$ cat src/rtl/gc16_pkg.sv
package gc16_pkg;
  localparam logic [1:0] CS_QUARTER = 2'b00;
  localparam logic [1:0] CS_FULL    = 2'b01;
  localparam logic [1:0] GS_PIN     = 2'b00;
  localparam logic [1:0] GS_PEER    = 2'b01;
endpackage

$ cat src/rtl/gc16_tickgen.sv
module gc16_tickgen #(
  parameter int DIV_LOG2 = 2
) (
  input  logic       clk,
  input  logic       rst_n,
  input  logic       run,
  input  logic [1:0] src,
  output logic       tick
);
  import gc16_pkg::*;

  logic [DIV_LOG2-1:0] div_q, div_d;

  always_comb begin
    div_d = div_q;
    if (run) div_d = div_q + 1'b1;
  end

  always_ff @(posedge clk or negedge rst_n) begin
    if (!rst_n) div_q <= '0;
    else        div_q <= div_d;
  end

  always_comb begin
    case (src)
      CS_QUARTER: tick = run & (&div_q);
      CS_FULL:    tick = run;
      default:    tick = 1'b0;
    endcase
  end
endmodule

$ cat src/rtl/gc16_gate.sv
module gc16_gate #(
  parameter int STAGES = 2
) (
  input  logic       clk,
  input  logic       rst_n,
  input  logic       en,
  input  logic       pol,
  input  logic [1:0] src,
  input  logic       pin,
  input  logic       peer,
  output logic       open
);
  import gc16_pkg::*;

  logic              raw;
  logic [STAGES-1:0] sync_q, sync_d;

  always_comb begin
    case (src)
      GS_PIN:  raw = pin;
      GS_PEER: raw = peer;
      default: raw = 1'b0;
    endcase
  end

  assign sync_d[0] = raw;
  for (genvar i = 1; i < STAGES; i++) begin : g_stage
    assign sync_d[i] = sync_q[i-1];
  end

  always_ff @(posedge clk or negedge rst_n) begin
    if (!rst_n) sync_q <= '0;
    else        sync_q <= sync_d;
  end

  assign open = ~en | ~(sync_q[STAGES-1] ^ pol);
endmodule

$ cat src/rtl/gc16_prescale.sv
module gc16_prescale #(
  parameter int PW = 2
) (
  input  logic          clk,
  input  logic          rst_n,
  input  logic          tick,
  input  logic          clear,
  input  logic [PW-1:0] ratio_sel,
  output logic          step
);
  localparam int QW = (1 << PW) - 1;

  logic [QW-1:0] pq_q, pq_d, lim;

  assign lim  = ({{(QW-1){1'b0}}, 1'b1} << ratio_sel) - 1'b1;
  assign step = tick & (pq_q == lim);

  always_comb begin
    pq_d = pq_q;
    if (clear)     pq_d = '0;
    else if (step) pq_d = '0;
    else if (tick) pq_d = pq_q + 1'b1;
  end

  always_ff @(posedge clk or negedge rst_n) begin
    if (!rst_n) pq_q <= '0;
    else        pq_q <= pq_d;
  end
endmodule

$ cat src/rtl/gated_count16.sv
module gated_count16 #(
  parameter int BW          = 8,
  parameter int PW          = 2,
  parameter int SYNC_STAGES = 2,
  parameter int DIV_LOG2    = 2
) (
  input  logic          clk,
  input  logic          rst_n,
  input  logic          cfg_on,
  input  logic [1:0]    cfg_clksrc,
  input  logic [PW-1:0] cfg_psc,
  input  logic          cfg_gate_en,
  input  logic          cfg_gate_pol,
  input  logic [1:0]    cfg_gate_src,
  input  logic          cfg_rd16,
  input  logic          cfg_irq_en,
  input  logic          gate_pin,
  input  logic          peer_match,
  input  logic [BW-1:0] bus_wdata,
  input  logic          wr_lo,
  input  logic          wr_hi,
  input  logic          rd_lo,
  input  logic          ovf_clr,
  output logic [BW-1:0] rdata_lo,
  output logic [BW-1:0] rdata_hi,
  output logic          ovf_flag,
  output logic          irq
);
  localparam int CW = 2 * BW;

  logic [1:0]    rst_pipe_q;
  logic          rst_q;
  logic          raw_tick, gate_open, step;
  logic [CW-1:0] cnt_q, cnt_d;
  logic [BW-1:0] wbuf_q, wbuf_d, rbuf_q, rbuf_d;
  logic          flag_q, flag_d;
  logic          wrote, wrap;

  // Reset asserts at once and releases two edges later.
  always_ff @(posedge clk or negedge rst_n) begin
    if (!rst_n) rst_pipe_q <= 2'b00;
    else        rst_pipe_q <= {rst_pipe_q[0], 1'b1};
  end
  assign rst_q = rst_pipe_q[1];

  gc16_tickgen #(.DIV_LOG2(DIV_LOG2)) u_tick (
    .clk  (clk),
    .rst_n(rst_q),
    .run  (cfg_on),
    .src  (cfg_clksrc),
    .tick (raw_tick)
  );

  gc16_gate #(.STAGES(SYNC_STAGES)) u_gate (
    .clk  (clk),
    .rst_n(rst_q),
    .en   (cfg_gate_en),
    .pol  (cfg_gate_pol),
    .src  (cfg_gate_src),
    .pin  (gate_pin),
    .peer (peer_match),
    .open (gate_open)
  );

  assign wrote = wr_lo | (wr_hi & ~cfg_rd16);

  gc16_prescale #(.PW(PW)) u_psc (
    .clk      (clk),
    .rst_n    (rst_q),
    .tick     (raw_tick & gate_open),
    .clear    (wrote),
    .ratio_sel(cfg_psc),
    .step     (step)
  );

  assign wrap = step & ~wrote & (&cnt_q);

  always_comb begin
    cnt_d  = cnt_q;
    wbuf_d = wbuf_q;
    rbuf_d = rbuf_q;
    if (cfg_rd16) begin
      if (wr_hi) wbuf_d = bus_wdata;
      if (wr_lo) cnt_d  = {wbuf_q, bus_wdata};
    end else begin
      if (wr_hi) cnt_d[CW-1:BW] = bus_wdata;
      if (wr_lo) cnt_d[BW-1:0]  = bus_wdata;
    end
    if (!wrote && step) cnt_d = cnt_q + 1'b1;
    if (rd_lo) rbuf_d = cnt_q[CW-1:BW];
  end

  always_comb begin
    flag_d = flag_q;
    if (wrap)         flag_d = 1'b1;
    else if (ovf_clr) flag_d = 1'b0;
  end

  always_ff @(posedge clk or negedge rst_q) begin
    if (!rst_q) begin
      cnt_q  <= '0;
      wbuf_q <= '0;
      rbuf_q <= '0;
      flag_q <= 1'b0;
    end else begin
      cnt_q  <= cnt_d;
      wbuf_q <= wbuf_d;
      rbuf_q <= rbuf_d;
      flag_q <= flag_d;
    end
  end

  assign rdata_lo = cnt_q[BW-1:0];
  assign rdata_hi = cfg_rd16 ? rbuf_q : cnt_q[CW-1:BW];
  assign ovf_flag = flag_q;
  assign irq      = flag_q & cfg_irq_en;
endmodule

$ cat config.mk
export PLATFORM = sky130hd
export DESIGN_NAME = gated_count16
export DESIGN_NICKNAME = d
export VERILOG_FILES = /design/src/rtl/gc16_pkg.sv /design/src/rtl/gc16_tickgen.sv /design/src/rtl/gc16_gate.sv /design/src/rtl/gc16_prescale.sv /design/src/rtl/gated_count16.sv
export SDC_FILE = /design/constraint.sdc
export NUM_CORES = 1
export LEC_CHECK = 0
export CORE_ASPECT_RATIO = 1.5
export CORE_UTILIZATION = 45
export DETAILED_ROUTE_END_ITERATION = 10
export DONT_BUFFER_PORTS = 1
export SETUP_SLACK_MARGIN = 0.05
export SYNTH_ARGS = -nofsm -noshare
export SYNTH_HDL_FRONTEND = slang
export SYNTH_HIERARCHICAL = 1
export SYNTH_SLANG_ARGS = --single-unit
$ cat constraint.sdc
create_clock -name clk -period 2.8 [get_ports clk]
set_clock_uncertainty 0.2 [all_clocks]
set_input_delay 0.28 -clock clk [delete_from_list [all_inputs] [get_ports clk]]
set_output_delay 0.28 -clock clk [all_outputs]
set_load 0.05 [all_outputs]
==> results_dict.tcl <==
set metrics [dict create \
    outcome "finished clean" \
    fp.dieH_um 90.03 \
    fin_ws_ns 0.2137 \
    place_inst 268 \
    die_x_um 60.69 \
    final_common_cell "dfrtp_1" \
    max_freq_mhz 386.6 \
    row_count 31 \
    multi_input_area_sq_mm 0.001161 \
    synth_top_area_frac 0.4521 \
    critPathKind "reg2reg" \
    slew_headroom 0.6149 \
    fin_crit_sh 0.9237 \
    nFillCells 472 \
    initial_utilization 0.4757 \
    post_cts_buffers 0 \
    routedWlPerCell_um 17.78 \
    synth_compound_area_frac 0.1184 \
    stdcell_count 291 \
    cp_num_buf_inv 0 \
    min_path_type "in2async" \
    yosysSeqAreaShare 0.4521 \
    min_period_ns 2.586 \
    ys_ff_latch 42 \
    synthMuxAreaShare 0.1437 \
    r2r_cells 7 \
    grt_first_pass_wirelength_um 8438 \
    avgViaCountPerCell 5.801 \
    port_buffers 0 \
    syn_area_sq_mm 0.002325 \
    r2r-start "u_psc/pq_q[1]" \
    crit_start "u_psc/pq_q[1]" \
    yosysTopAreaCell "dfrtp_1" \
    clkTransAtPathRegs_ns 0.08 \
    place.gp.congestion 0.8704 \
    slew_violations 0 \
    reg2reg_to "cnt_q[13]" \
    drc 0 \
    drtPass1Iterations 4 \
    drt-total-wl_um 5174 \
    finish.utilization 0.5338 \
    cts_inserted_buffers 5 \
    path_delay_family "simple AND/OR/NAND/NOR gates" \
    maxCapViolations 0 \
    hold_slack_ns 0.01095 \
    cpPeakStageDelay_ns 0.53 \
    crit_required_ns 2.77 \
    vias 1688 \
    rsz0062_at_grt "false" \
    synthSimpleGateAreaFrac 0.1889 \
    mostFrequentLayoutCells "dfrtp_1, mux2_2, nand2_1, dlygate4sd3_1" \
    post_synth.cell_area_avg_sq_um 11.18 \
    drtIter0Drc 89 \
    synthTopCellsByArea "dfrtp_1, mux2_2, a211oi_1, buf_4, xor2_1" \
    yosysWarningCount 6 \
    ant_nets 0 \
    grt_max_degree 41 \
    setup_viol 0 \
    grt_pass1_vias 1727 \
    synth-xor-area-share 0.03014 \
    cts_tree "yes" \
    ir_drop_uv 375.9 \
    synthAdderAreaFrac 0.01615 \
    cp-end-kind "flop" \
    antennaDiodeCount 0 \
    crit_path_cell_trace "or4_1 > o22ai_2 > o21a_2 > nand2b_2 > nor3_4 > a311oi_1 > a311o_1" \
    clk_latency_ns 0.30 \
    clock_path_buffers 2 \
    p_leak_nw 1.063 \
    synthToLayoutAreaGrowth_pct 12.22 \
    rrSetupSlack_ns 0.21 \
    netlist_instances 208 \
    dieArea_sq_mm 0.005463 \
    design.core.area_sq_mm 0.004887 \
    slowest_stage "or4_1" \
    nNetsFinal 255 \
    grt-ovfl-total 0 \
    cts_sinks 42 \
    post-place-ws_ns 0.1676 \
    hold_viol_final 0 \
    p_per_area_mw_per_mm2 595.7 \
    syn_nets 238 \
    grt_use_total 0.2075 \
    cts_htree_levels 2 \
    seq_area_sq_mm 0.001051 \
    synth_top_family_by_area "simple AND/OR/NAND/NOR gates" \
    antenna_found_initial 0 \
    drive_gt1_frac 0.2356 \
    worstMarginPinSlew_ns 0.5776 \
    cts-root-buf "clkbuf_8" \
    cp_max_fo 7 \
    cp-start-kind "flop" \
    synth.distinct_cells 51 \
    fin_setup_tns_ns 0 \
    dp_hpwl_um 3654 \
    arrival_ns 2.56 \
    io_pins 45 \
]
-- Yosys cell counts (all sizes together) --
cell type,n
and2b,1
nand2,16
a32o,1
conb,1
and4,1
a21o,1
and4bb,1
a311o,1
nor4b,1
nand2b,5
or3,1
mux2i,6
nand4,7
o21ai,10
a221oi,1
nor2b,4
nor3b,1
or2b,1
or3b,1
inv,2
o21a,1
nand3,4
xnor2,1
nand3b,3
nand4b,1
a311oi,6
o22ai,1
mux2,24
o32ai,1
a21oi,4
o31ai,1
or4,1
nor2,8
ha,3
dfrtp,42
buf,12
xor2,7
clkbuf,3
nor3,3
a211oi,10
and2,5
and3,4
-- worst max-delay path by stage --
stage	to	cells past startpoint
global route	cnt_q[13]	7
floorplan	cnt_q[13]	7
CTS	cnt_q[13]	7
global placement	cnt_q[13]	7
finish	cnt_q[13]	7
detailed placement	cnt_q[13]	7
-- layer usage --
metal,vias to the layer above,global-route usage,part of all wire
li1,785,-,-
met1,844,0.2572,0.39
met2,48,0.3407,0.54
met3,11,0.04317,0.051
met4,0,0.08333,0.024
met5,-,0,0
-- repair_timing --
| action | CTS | global route |
|---|---|---|
| resized for setup | 0 | 1 |
| endpoints found under the setup margin | 0 | 3 |
| endpoints found under the hold margin | 31 | 0 |
| hold buffers | 16 | 0 |
-- state kept, by name, indices dropped and copies added (netlist names) --
name	count
cnt_q	16
ovf_flag	1
rbuf_q	8
rst_pipe_q	2
u_gate/sync_q	2
u_psc/pq_q	3
u_tick/div_q	2
wbuf_q	8
-- metrics by stage --
stage / power (W) / instance area (sq um)
after floorplan: 0.001112 / 2325
after global placement: 0.001148 / 2369
after detailed placement: 0.001170 / 2369
after CTS: 0.001574 / 2608
after global routing: 0.001622 / 2609
final: 0.001554 / 2609
-- where the power goes --
group	switching, W	total (W)	internal [W]	leakage (nW)
Sequential	0.0000772	0.000774	0.000696	0.501
Combinational	0.000245	0.000408	0.000163	0.519
Clock	0.000205	0.000372	0.000168	0.0438
Total	0.000527	0.00155	0.00103	1.06
-- final cells by class --
| cell class | count | area share |
|---|---|---|
| tap | 66 | 0.03165 |
| sequential | 42 | 0.4029 |
| multi-input combinational | 149 | 0.4451 |
| inverter | 2 | 0.002878 |
| clock inverter | 2 | 0.003837 |
| timing repair buffer | 25 | 0.08729 |
| clock buffer | 5 | 0.02638 |
-- worst register-to-register path: cells and delay by family, from the launching register on --
kind,cells,cell delay (ns)
compound gates,4,0.90
flops,1,0.44
simple gates,3,0.92
-- cell families (layout without fill, tap and decap cells) --
family                     after synthesis  count (layout)
buffers and inverters                   17              34
xor gates and xnor gates                 8               8
and+or+nand+nor                         69              69
other                                    1               1
DFF                                     42              42
adders and majority gates                3               3
muxes                                   30              30
AOI/OAI and AO/OA                       38              38
Power figures use the tool's default switching activity.
